==> src/rtl/irq_deleg_pkg.sv <==
package irq_deleg_pkg;

  typedef enum logic [2:0] {
    SEL_MPEND = 3'd0,
    SEL_MEN   = 3'd1,
    SEL_DELEG = 3'd2,
    SEL_SPEND = 3'd3,
    SEL_SEN   = 3'd4
  } csr_sel_e;

  // Bit positions set the arbitration order, so they are fixed.
  localparam int BIT_SSW  = 1;
  localparam int BIT_MSW  = 3;
  localparam int BIT_STIM = 5;
  localparam int BIT_MTIM = 7;
  localparam int BIT_SEXT = 9;
  localparam int BIT_COP  = 12;

  typedef logic [1:0] priv_t;
  localparam priv_t PRIV_U = 2'd0;
  localparam priv_t PRIV_S = 2'd1;
  localparam priv_t PRIV_M = 2'd3;

  typedef struct packed {
    logic wrMPend;
    logic wrMEn;
    logic wrDeleg;
    logic wrSPend;
    logic wrSEn;
    logic swLoad;
  } wr_strobe_t;

endpackage

==> src/rtl/irq_deleg_ctrl.sv <==
module irq_deleg_ctrl
  import irq_deleg_pkg::*;
#(
  parameter int OFFW = 12
) (
  input  logic            csrWe,
  input  logic [2:0]      csrSel,
  input  logic            swStoreValid,
  input  logic [OFFW-1:0] swStoreOffset,
  output wr_strobe_t      strobe
);

  always_comb begin
    strobe = '0;
    if (csrWe) begin
      unique case (csr_sel_e'(csrSel))
        SEL_MPEND: strobe.wrMPend = 1'b1;
        SEL_MEN:   strobe.wrMEn   = 1'b1;
        SEL_DELEG: strobe.wrDeleg = 1'b1;
        SEL_SPEND: strobe.wrSPend = 1'b1;
        SEL_SEN:   strobe.wrSEn   = 1'b1;
        default:   ;
      endcase
    end
    strobe.swLoad = swStoreValid && (swStoreOffset == '0);
  end

endmodule

==> src/rtl/irq_deleg_dp.sv <==
module irq_deleg_dp
  import irq_deleg_pkg::*;
#(
  parameter int XLEN = 32,
  parameter int NIRQ = 16
) (
  input  logic            clk,
  input  logic            rstN,
  input  wr_strobe_t      strobe,
  input  logic [2:0]      csrSel,
  input  logic [XLEN-1:0] csrWdata,
  input  logic [7:0]      swStoreData,
  input  logic            mTimerIrq,
  input  logic            sExtIrq,
  output logic [NIRQ-1:0] pendVec,
  output logic [NIRQ-1:0] enVec,
  output logic [NIRQ-1:0] delegVec,
  output logic [XLEN-1:0] csrRdata
);

  localparam logic [NIRQ-1:0] ONE = NIRQ'(1);
  localparam logic [NIRQ-1:0] DELEG_MASK =
    (ONE << BIT_SSW) | (ONE << BIT_STIM) | (ONE << BIT_SEXT) | (ONE << BIT_COP);
  localparam logic [NIRQ-1:0] EN_MASK = DELEG_MASK | (ONE << BIT_MSW) | (ONE << BIT_MTIM);

  logic sswPend, stimPend, mswPend;
  logic [NIRQ-1:0] enReg, delegReg;

  always_ff @(posedge clk or negedge rstN) begin
    if (!rstN) begin
      sswPend  <= 1'b0;
      stimPend <= 1'b0;
      mswPend  <= 1'b0;
      enReg    <= '0;
      delegReg <= '0;
    end else begin
      if (strobe.wrMPend) begin
        sswPend  <= csrWdata[BIT_SSW];
        stimPend <= csrWdata[BIT_STIM];
      end
      if (strobe.wrSPend && delegReg[BIT_SSW])
        sswPend <= csrWdata[BIT_SSW];
      if (strobe.wrMEn)
        enReg <= NIRQ'(csrWdata & XLEN'(EN_MASK));
      if (strobe.wrSEn)
        enReg <= (enReg & ~delegReg) | (NIRQ'(csrWdata & XLEN'(EN_MASK)) & delegReg);
      if (strobe.wrDeleg)
        delegReg <= NIRQ'(csrWdata & XLEN'(DELEG_MASK));
      if (strobe.swLoad)
        mswPend <= |(swStoreData & 8'h01);
    end
  end

  always_comb begin
    pendVec           = '0;
    pendVec[BIT_SSW]  = sswPend;
    pendVec[BIT_MSW]  = mswPend;
    pendVec[BIT_STIM] = stimPend;
    pendVec[BIT_MTIM] = mTimerIrq;
    pendVec[BIT_SEXT] = sExtIrq;
  end

  assign enVec    = enReg;
  assign delegVec = delegReg;

  logic [NIRQ-1:0] rdVec;
  always_comb begin
    unique case (csr_sel_e'(csrSel))
      SEL_MPEND: rdVec = pendVec;
      SEL_MEN:   rdVec = enReg;
      SEL_DELEG: rdVec = delegReg;
      SEL_SPEND: rdVec = pendVec & delegReg;
      SEL_SEN:   rdVec = enReg & delegReg;
      default:   rdVec = '0;
    endcase
  end
  assign csrRdata = XLEN'(rdVec);

endmodule

==> src/rtl/irq_deleg_pick.sv <==
module irq_deleg_pick
  import irq_deleg_pkg::*;
#(
  parameter int XLEN = 32,
  parameter int NIRQ = 16
) (
  input  logic [NIRQ-1:0] pendVec,
  input  logic [NIRQ-1:0] enVec,
  input  logic [NIRQ-1:0] delegVec,
  input  logic [1:0]      priv,
  input  logic            mGie,
  input  logic            sGie,
  output logic            takeIrq,
  output logic [XLEN-1:0] irqCause
);

  localparam int IDXW = $clog2(NIRQ);

  logic mOk, sOk;
  assign mOk = (priv < PRIV_M) || mGie;
  assign sOk = (priv < PRIV_S) || ((priv == PRIV_S) && sGie);

  logic [NIRQ-1:0] live, grant;
  assign live = pendVec & enVec &
                ((~delegVec & {NIRQ{mOk}}) | (delegVec & {NIRQ{sOk}}));

  // Ripple from bit 0 upward: a bit wins only if nothing below it is live.
  logic [NIRQ:0] clearBelow;
  assign clearBelow[0] = 1'b1;
  for (genvar i = 0; i < NIRQ; i++) begin : g_prio
    assign grant[i]        = live[i] & clearBelow[i];
    assign clearBelow[i+1] = clearBelow[i] & ~live[i];
  end

  logic [IDXW-1:0] idx;
  always_comb begin
    idx = '0;
    for (int i = 0; i < NIRQ; i++)
      if (grant[i]) idx = idx | IDXW'(i);
  end

  assign takeIrq  = ~clearBelow[NIRQ];
  assign irqCause = takeIrq ? ({1'b1, {(XLEN-1){1'b0}}} | XLEN'(idx)) : '0;

endmodule

==> src/rtl/irq_deleg_arbiter.sv <==
module irq_deleg_arbiter
  import irq_deleg_pkg::*;
#(
  parameter int XLEN = 32,
  parameter int NIRQ = 16,
  parameter int OFFW = 12
) (
  input  logic            clk,
  input  logic            rstN,
  input  logic [1:0]      priv,
  input  logic            mGie,
  input  logic            sGie,
  input  logic            csrWe,
  input  logic [2:0]      csrSel,
  input  logic [XLEN-1:0] csrWdata,
  output logic [XLEN-1:0] csrRdata,
  input  logic            swStoreValid,
  input  logic [OFFW-1:0] swStoreOffset,
  input  logic [7:0]      swStoreData,
  input  logic            mTimerIrq,
  input  logic            sExtIrq,
  output logic            takeIrq,
  output logic [XLEN-1:0] irqCause
);

  wr_strobe_t      strobe;
  logic [NIRQ-1:0] pendVec, enVec, delegVec;

  irq_deleg_ctrl #(.OFFW(OFFW)) u_ctrl (
    .csrWe(csrWe), .csrSel(csrSel), .swStoreValid(swStoreValid),
    .swStoreOffset(swStoreOffset), .strobe(strobe)
  );

  irq_deleg_dp #(.XLEN(XLEN), .NIRQ(NIRQ)) u_dp (
    .clk(clk), .rstN(rstN), .strobe(strobe), .csrSel(csrSel),
    .csrWdata(csrWdata), .swStoreData(swStoreData), .mTimerIrq(mTimerIrq),
    .sExtIrq(sExtIrq), .pendVec(pendVec), .enVec(enVec), .delegVec(delegVec),
    .csrRdata(csrRdata)
  );

  irq_deleg_pick #(.XLEN(XLEN), .NIRQ(NIRQ)) u_pick (
    .pendVec(pendVec), .enVec(enVec), .delegVec(delegVec), .priv(priv),
    .mGie(mGie), .sGie(sGie), .takeIrq(takeIrq), .irqCause(irqCause)
  );

endmodule

==> config.mk <==
export PLATFORM = sky130hd
export DESIGN_NAME = irq_deleg_arbiter
export DESIGN_NICKNAME = d
export VERILOG_FILES = /design/src/rtl/irq_deleg_pkg.sv /design/src/rtl/irq_deleg_ctrl.sv /design/src/rtl/irq_deleg_dp.sv /design/src/rtl/irq_deleg_pick.sv /design/src/rtl/irq_deleg_arbiter.sv
export SDC_FILE = /design/constraint.sdc
export NUM_CORES = 1
export LEC_CHECK = 0
export BUFFER_PORTS_ARGS = -buffer_cell sky130_fd_sc_hd__buf_2
export CAP_MARGIN = 15
export CORE_MARGIN = 2
export CORE_UTILIZATION = 40
export DETAILED_ROUTE_END_ITERATION = 10
export MAX_ROUTING_LAYER = met4
export PLACE_DENSITY = 0.87
export SETUP_SLACK_MARGIN = 0.15
export SYNTH_ARGS = -nofsm -noshare
export SYNTH_HDL_FRONTEND = slang
export SYNTH_SLANG_ARGS = --single-unit
export TNS_END_PERCENT = 20
==> constraint.sdc <==
create_clock -name clk -period 4.1 [get_ports clk]
set_input_delay 0.615 -clock clk [delete_from_list [all_inputs] [get_ports clk]]
set_output_delay 0.615 -clock clk [all_outputs]
set_load 0.05 [all_outputs]
## After elaboration in Yosys (flattened, before gate mapping)

Index checks and enable logic that the tools add are counted.

| word-level totals | value |
|---|---|
| logic and storage cells | 106 |
| bits in writable memories | 0 |
| input port bits | 65 |
| bits in latches | 0 |
| ROM bits | 0 |
| register bits | 23 |
| memories | 0 |

| cells by class | value |
|---|---|
| add/sub/neg operators | 0 |
| div/mod/pow operators | 0 |
| mux-type cells | 27 |
| equality and inequality tests | 5 |
| shifts and indexed selects | 0 |
| magnitude comparators | 2 |
| $mul | 0 |
| bitwise gates (word level) | 58 |
| reduce and logical (&&, ||, !) cells | 9 |

Operators with widths:

| operator | count |
|---|---|
| $pmux 16 s5 | 1 |
| $and 16x16->16 | 3 |
| $mux 16 | 2 |
| $mux 32 | 1 |
| $mux 4 | 8 |
| $or 16x16->16 | 2 |
| $and 1x1->1 | 30 |
| $not 1->1 | 17 |
| $and 10x16->16 | 1 |
| $and 13x16->16 | 1 |
| $and 16x13->16 | 1 |
| $not 13->16 | 1 |
| $and 10x13->13 | 1 |
| $and 13x13->13 | 1 |
| $logic_not 12->1 | 1 |
| $mux 3 | 4 |
| $mux 1 | 8 |
| $eq 3x2->1 const B | 2 |
| $mux 5 | 1 |
| $mux 2 | 2 |
| $reduce_bool 2->1 | 2 |
| $eq 3x1->1 const B | 1 |
| $eq 3x3->1 const B | 1 |
| $logic_and 1x1->1 | 3 |
| 5 further kinds | 6 |

## Longest topological paths before layout

Gate-level depths: netlist of the first run.

| logic depth | value |
|---|---|
| depth in word-level cells | 24 |
| mapped depth | 5 |
| depth with buffers taken out | 4 |

## Cells and area by module

From an unflattened synthesis of the first run, not the netlist that was laid out.

| second synthesis, totals | value |
|---|---|
| cell total of the unflattened synthesis | 284 |
| area total of the unflattened synthesis | 2,252.2 um^2 |

Modules (own cells, without submodules):

| module | instances | area an instance (um^2) | cells an instance |
|---|---|---|---|
| irq_deleg_dp | 1 | 1,211.2 | 126 |
| irq_deleg_pick | 1 | 955.9 | 147 |
| irq_deleg_ctrl | 1 | 85.1 | 11 |

## Worst setup path before layout of the first run

No wires, ideal clock.

| path | value |
|---|---|
| path kind | input-to-output |
| from | in csrSel[0] |
| to | out csrRdata[5] |
| stages on the path | 5 |
| slack | 1.182 ns |
| arrival | 2.303 ns |
| required time | 3.485 ns |
| path buffers | 1 |
| cells stage by stage | buf_4 inv_1 o21ai_0 mux2_2 o21ai_0 |

| on the way | value |
|---|---|
| longest elaborated chain between the ends | 2 |
| elaborated cells on any way between the ends | 6 |
| classes of those cells | 4 x eq/ne; 1 x mux; 1 x reduce/logical |

Ends and longest elaborated chain:

| item | line | text |
|---|---|---|
| start, declared | irq_deleg_arbiter.sv:14 | `input logic [2:0] csrSel,` |
| $eq 3x3->1 (tied with other cells) | irq_deleg_dp.sv:68 | `unique case (csr_sel_e'(csrSel))` |
| $pmux 16 s5 * | irq_deleg_dp.sv:68 |  |
| end, declared | irq_deleg_arbiter.sv:16 | `output logic [XLEN-1:0] csrRdata,` |

Every way passes the cells marked *; elsewhere a longest branch is shown, timed or not.

## Worst setup path in the final report of the first run

| path | value |
|---|---|
| from | in csrSel[0] |
| to | out csrRdata[9] |

Same word-level chain as after synthesis.

==> metrics.txt, run 1 <==
Max Cap Viol=0; Slew Limit Fails=0; fin crit period=around 2500 ps; sw frac=0.545; row count=21; Slowest Stage Delay on Critical Path=approximately 290 ps; Net Sw Power=between 0.0003 and 0.0004 W; Longest Clk Path Bufs=2; Yosys warning count=0; Crit path required time=~3500 ps; leakage power=~0.75 nW; Mapped Cells=around 160; layout cells sized above 1=0.330; all-layer global routing usage=0.139; Buf/Inv on CP=3; Die ar.=approximately 3900 um^2; TritonRoute pass-1 iters=4; hold_buf cts=0; Initial DRC Count=18; data arrival time of the worst path=between 1500 and 2000 ps; clock sink count=13; WL met2=1360 um; startpoint types=input port; Post-CTS Setup Repair Bufs=0; wire length on met1=around 1100 um; Finished Cell Area=between 1000 and 1500 um^2; Min Hold Slack=203 ps; most common cell after layout, fill and taps aside=conb_1; CP delay by family, top=buffers and inverters; setup tns final=0 ps; Boundary Pins=130; sequential share of the synthesized area=0.240; CTS tree=done; WS Path Type=in -> out; Vias per Instance=4.42; Layout area overhead=4.89%; H-tree depth=1; Internal=between 0.0002 and 0.0003 W; Setup WS pre-CTS=~1600 ps; top sig layer=met4; metal3 WL=about 180 um; clk root buf=clkbuf_4; clock buffer count from CTS=3; initial core utilization=0.413; global-route wire length before repair=around 4200 um; post-route ant nets=0; Worst Hold Class=in -> async; Reg power frac=0.315; drt drc=0; placer congestion estimate=around 0.86; via count=1075; clock power share=0.136; Clock Skew=0.951 ps; antenna violations before repair=0; library cells used by synthesis=30; largest net degree at the start of global routing=14; width of the die=62.2 um; Synth Cell Area=~1400 um^2; Resized Gates After CTS=0; total core area=between 3000 and 4000 um^2; Peak VDD IR=between 0.0002 and 0.0003 V; Avg WL per Cell=between 10 and 15 um; Post-DP Area=approximately 1400 um^2; Final nets=around 260; Reg clk slew, reported paths=roughly 80 ps; CP endpoint kind=output port; # diodes=0; number of global-route vias before repair=954; endpoints failing setup=0; final worst slack=1640 ps; most frequent cells in the layout=53 x conb_1, 43 x buf_2, 13 x nand2_1, 13 x mux2_2, 13 x dfrtp_1; synthesized flop and latch total=13; outcome=finished clean; Final Hold Vio Count=0; Port Buf Inserts=43; total congestion overflow=0; max frequency=just over 400 MHz; power per cell area=426 nW/um^2; CP Cell Sequence=buf_2, inv_1, o21ai_0, mux2_2, o21ai_0, buf_2; combinational share of power=0.549; CP max FO=13; Crit-path slowest cell=buf_2; Tcrit/Tclk final=0.601; RSZ-0062 raised after global routing=false; HPWL after detailed placement=between 2000 and 2500 um; Routed WL=around 2600 um; Final Core Density=0.433; synthesized area per cell=about 8.7 um^2; die height=~62 um; latest clock arrival within the worst-skew pair=280 ps
==> layer usage <==
| metal | up-vias | track usage |
|---|---|---|
| li1 | 516 | - |
| met1 | 499 | 0.169 |
| met2 | 56 | 0.230 |
| met3 | 4 | 0.0145 |
| met4 | 0 | 0.0694 |
| met5 | - | - |
==> Yosys cell counts <==
| master | number | area (um^2) |
|---|---|---|
| nor3_1 | 3 | 15.0 |
| nor4_1 | 1 | 6.26 |
| nor3b_2 | 2 | 25.0 |
| o2111ai_1 | 1 | 8.76 |
| nand2_1 | 13 | 48.8 |
| mux2_2 | 13 | 146 |
| nand4_1 | 5 | 31.3 |
| a21o_1 | 2 | 15.0 |
| nor3b_1 | 1 | 7.51 |
| nand3b_1 | 3 | 22.5 |
| dfrtp_1 | 13 | 325 |
| nor4b_1 | 1 | 8.76 |
| nor2_1 | 2 | 7.51 |
| and2_1 | 1 | 6.26 |
| o211ai_1 | 1 | 7.51 |
| clkbuf_1 | 2 | 7.51 |
| a21oi_1 | 4 | 20.0 |
| a41oi_1 | 1 | 8.76 |
| a32o_1 | 1 | 10.0 |
| o21ai_0 | 8 | 40.0 |
| inv_1 | 1 | 3.75 |
| buf_4 | 56 | 420 |
| a21bo_2 | 2 | 20.0 |
| nor4b_4 | 1 | 23.8 |
| mux2i_1 | 5 | 50.1 |
| nor2b_1 | 3 | 18.8 |
| conb_1 | 1 | 3.75 |
| o21a_1 | 1 | 7.51 |
| inv_2 | 1 | 3.75 |
| nand3_1 | 7 | 35.0 |
==> layout make-up <==
type | instances | area, um^2
tap | 46 | 57.6
inverter | 2 | 7.51
multi-input combinational | 135 | 790
timing repair buffer | 43 | 215
sequential | 13 | 325
clock buffer | 4 | 26.3
fill | 338 | 1860
==> power by group through the flow <==
stage | Sequential, W | Combinational, W | Clock (W)
after floorplan | 0.000181 | 0.000326 | 0
after global placement | 0.000189 | 0.000329 | 0
after detailed placement | 0.000192 | 0.000333 | 0
after CTS | 0.000190 | 0.000334 | 0.0000826
after global routing | 0.000195 | 0.000352 | 0.0000918
final | 0.000190 | 0.000332 | 0.0000823
==> flip-flops by register name (all words and copies together), names as in the netlist <==
register and flops:
u_dp.stimPend 1, u_dp.sswPend 1, u_dp.mswPend 1, u_dp.delegVec 4, u_dp.enVec 6
==> final timing paths <==
| path | from | depth (start not counted) | slack (ps) | endpoint |
|---|---|---|---|---|
| worst max-delay path | csrSel[0] | 6 | 1640 | csrRdata[9] |
| worst min-delay path | rstN | 1 | 200 | u_dp.enVec[7]$_DFFE_PN0P_ |
| worst max register to register | u_dp.delegVec[1]$_DFFE_PN0P_ | 4 | 2940 | u_dp.sswPend$_DFFE_PN0P_ |
| worst min register to register | u_dp.enVec[7]$_DFFE_PN0P_ | 2 | 510 | u_dp.enVec[7]$_DFFE_PN0P_ |
| max in group asynchronous | rstN | 1 | 3670 | u_dp.delegVec[1]$_DFFE_PN0P_ |
| min in group clk | u_dp.enVec[7]$_DFFE_PN0P_ | 2 | 510 | u_dp.enVec[7]$_DFFE_PN0P_ |
==> metrics by stage <==
step                      cells  total power [W]
after global placement      239         0.000517
after floorplan             208         0.000506
after global routing        243         0.000639
after detailed placement    239         0.000525
after CTS                   243         0.000606
final                       243         0.000605
==> logic make-up (layout without fill, tap and decap cells) <==
| group | count (synthesis) | in the layout | synth area share |
|---|---|---|---|
| buffers and inverters | 60 | 49 | 0.321 |
| and+or+nand+nor | 43 | 43 | 0.189 |
| AOI/OAI and AO/OA | 21 | 21 | 0.102 |
| muxes | 18 | 18 | 0.145 |
| DFF | 13 | 13 | 0.240 |
| other | 1 | 53 | 0.00277 |
Power figures use the tool's default switching activity.
==> run 2, diff against run 1 <==
--- a/config.mk
+++ b/config.mk
@@ -8,10 +8,10 @@
 export BUFFER_PORTS_ARGS = -buffer_cell sky130_fd_sc_hd__buf_2
 export CAP_MARGIN = 15
 export CORE_MARGIN = 2
-export CORE_UTILIZATION = 40
+export CORE_UTILIZATION = 33
 export DETAILED_ROUTE_END_ITERATION = 10
 export MAX_ROUTING_LAYER = met4
-export PLACE_DENSITY = 0.87
+export PLACE_DENSITY = 0.77
 export SETUP_SLACK_MARGIN = 0.15
 export SYNTH_ARGS = -nofsm -noshare
 export SYNTH_HDL_FRONTEND = slang
==> constraint.sdc (replaced) <==
create_clock -name clk -period 2 [get_ports clk]
set_input_delay 0.3 -clock clk [delete_from_list [all_inputs] [get_ports clk]]
set_output_delay 0.3 -clock clk [all_outputs]
set_load 0.05 [all_outputs]
==> run 2 against run 1 <==
Net effect: power up 130%; setup slack got worse by 1500 ps; largest power group unchanged; sequential share of layout area decreased by 1.8 points; sequential power is 110% higher; clock-buffer cell count unchanged; routed wire length rose by 9.1%.
==> metrics.txt, run 2 (synthesis results as in run 1) <==
clock buffer count from CTS=3; initial core utilization=0.341; antenna violations before repair=0; startpoint types=flop; max frequency=between 500 and 600 MHz; Slew Limit Fails=0; RSZ-0062 raised after global routing=true; die height=around 68 um; Largest register FFs=6; via count=approximately 1100; Die ar.=roughly 4600 um^2; endpoints failing setup=0; Max Cap Viol=0; outcome=finished clean; Final nets=270; Slowest Stage Delay on Critical Path=around 400 ps; Crit-path slowest cell=dfrtp_2; # diodes=0; drt drc=0; Final Hold Vio Count=0; layout cells sized above 1=0.368; final worst slack=between 100 and 150 ps; power per cell area=approximately 900 nW/um^2; Vias per Instance=roughly 4.3; Tot Pwr=0.00139 W; total congestion overflow=0; Longest Clk Path Bufs=2; Peak VDD IR=0.000417 V; Avg WL per Cell=around 11 um; latest clock arrival within the worst-skew pair=approximately 250 ps; Post-DP Area=between 1000 and 1500 um^2; H-tree depth=1; placer congestion estimate=about 0.80; Clock Skew=between 1.5 and 2 ps; CP Cell Sequence=nand2_1, o2111ai_1, nand3_2, a21oi_1, buf_4; width of the die=68.1 um; Buf/Inv on CP=1; Setup WS pre-CTS=about 180 ps; most common cell after layout, fill and taps aside=conb_1; Reg2Reg Setup Slack=a little under 800 ps; Port Buf Inserts=43; Tcrit/Tclk final=0.935; Worst Hold Class=in -> reg; CP delay by family, top=compound AO/OA/AOI/OAI gates; leakage power=roughly 0.80 nW; CP endpoint kind=output port; number of global-route vias before repair=between 900 and 1000; data arrival time of the worst path=about 1600 ps; total core area=approximately 4000 um^2; WS Path Type=reg -> out; CP max FO=7; HPWL after detailed placement=roughly 2200 um; Routed WL=about 2900 um; clk root buf=clkbuf_8; post-route ant nets=0; TritonRoute pass-1 iters=4; Layout area overhead=14.0%; Boundary Pins=130; Layout fillers=420; CTS tree=done; row count=23; fin crit period=1870 ps; most frequent cells in the layout=53 x conb_1, 37 x buf_2, 13 x nand2_1, 13 x mux2_2, 12 x dfrtp_1; Finished Cell Area=between 1500 and 2000 um^2; Initial DRC Count=21; largest net degree at the start of global routing=14; Reg clk slew, reported paths=roughly 50 ps; setup tns final=0 ps; global-route wire length before repair=about 4300 um; Crit path required time=approximately 1700 ps; clock sink count=13; all-layer global routing usage=0.128
==> run 2: through the flow <==
step	hold WS [ps]	utilization	instances
floorplan	4.41	-	208
global placement	197	0.359	246
detailed placement	204	0.359	246
CTS	281	0.382	253
global route	288	0.389	254
finish	282	0.389	254
==> run 2: what timing repair did <==
item                       4_1_cts  5_1_grt
hold buffers                     1        0
hold endpoints to repair        13        0
gates cloned                     0        0
pin swaps                        1        4
setup endpoints to repair        5        8
resized for setup                5        9
buffers inserted                 2        1
==> run 2: power breakdown <==
group / switching (W) / leakage (nW) / internal, W
Clock: 0.0000972 / 0.0228 / 0.000141
Combinational: 0.000540 / 0.622 / 0.000225
Sequential: 0.0000676 / 0.158 / 0.000323
Total: 0.000704 / 0.802 / 0.000689
==> run 2: final timing paths <==
check,from,to,cells after the start
min in group asynchronous,rstN,u_dp.enVec[12]$_DFFE_PN0P_,2
max reg2reg,u_dp.delegVec[5]$_DFFE_PN0P_,u_dp.enVec[5]$_DFFE_PN0P_,4
max in group asynchronous,rstN,u_dp.delegVec[1]$_DFFE_PN0P_,2
max,u_dp.delegVec[1]$_DFFE_PN0P_,irqCause[3],5
min,swStoreData[0],u_dp.mswPend$_DFFE_PN0P_,2
min reg2reg,u_dp.enVec[7]$_DFFE_PN0P_,u_dp.enVec[7]$_DFFE_PN0P_,2
==> run 2: layout make-up <==
type / count / area (um^2) / area share
Tap cell: 50 / 62.6 / 0.0405
Inverter: 2 / 7.51 / 0.00486
Clock buffer: 4 / 45.0 / 0.0291
Multi-Input combinational cell: 135 / 807 / 0.522
Timing Repair Buffer: 50 / 297 / 0.192
Sequential cell: 13 / 327 / 0.211
==> run 2: layer usage <==
| layer | global-route usage | vias up | share of wire |
|---|---|---|---|
| met5 | - | - | 0 |
| met4 | 0.0450 | 0 | 0.012 |
| met3 | 0.0197 | 5 | 0.079 |
| met2 | 0.208 | 57 | 0.47 |
| met1 | 0.160 | 501 | 0.43 |
| li1 | - | 534 | - |
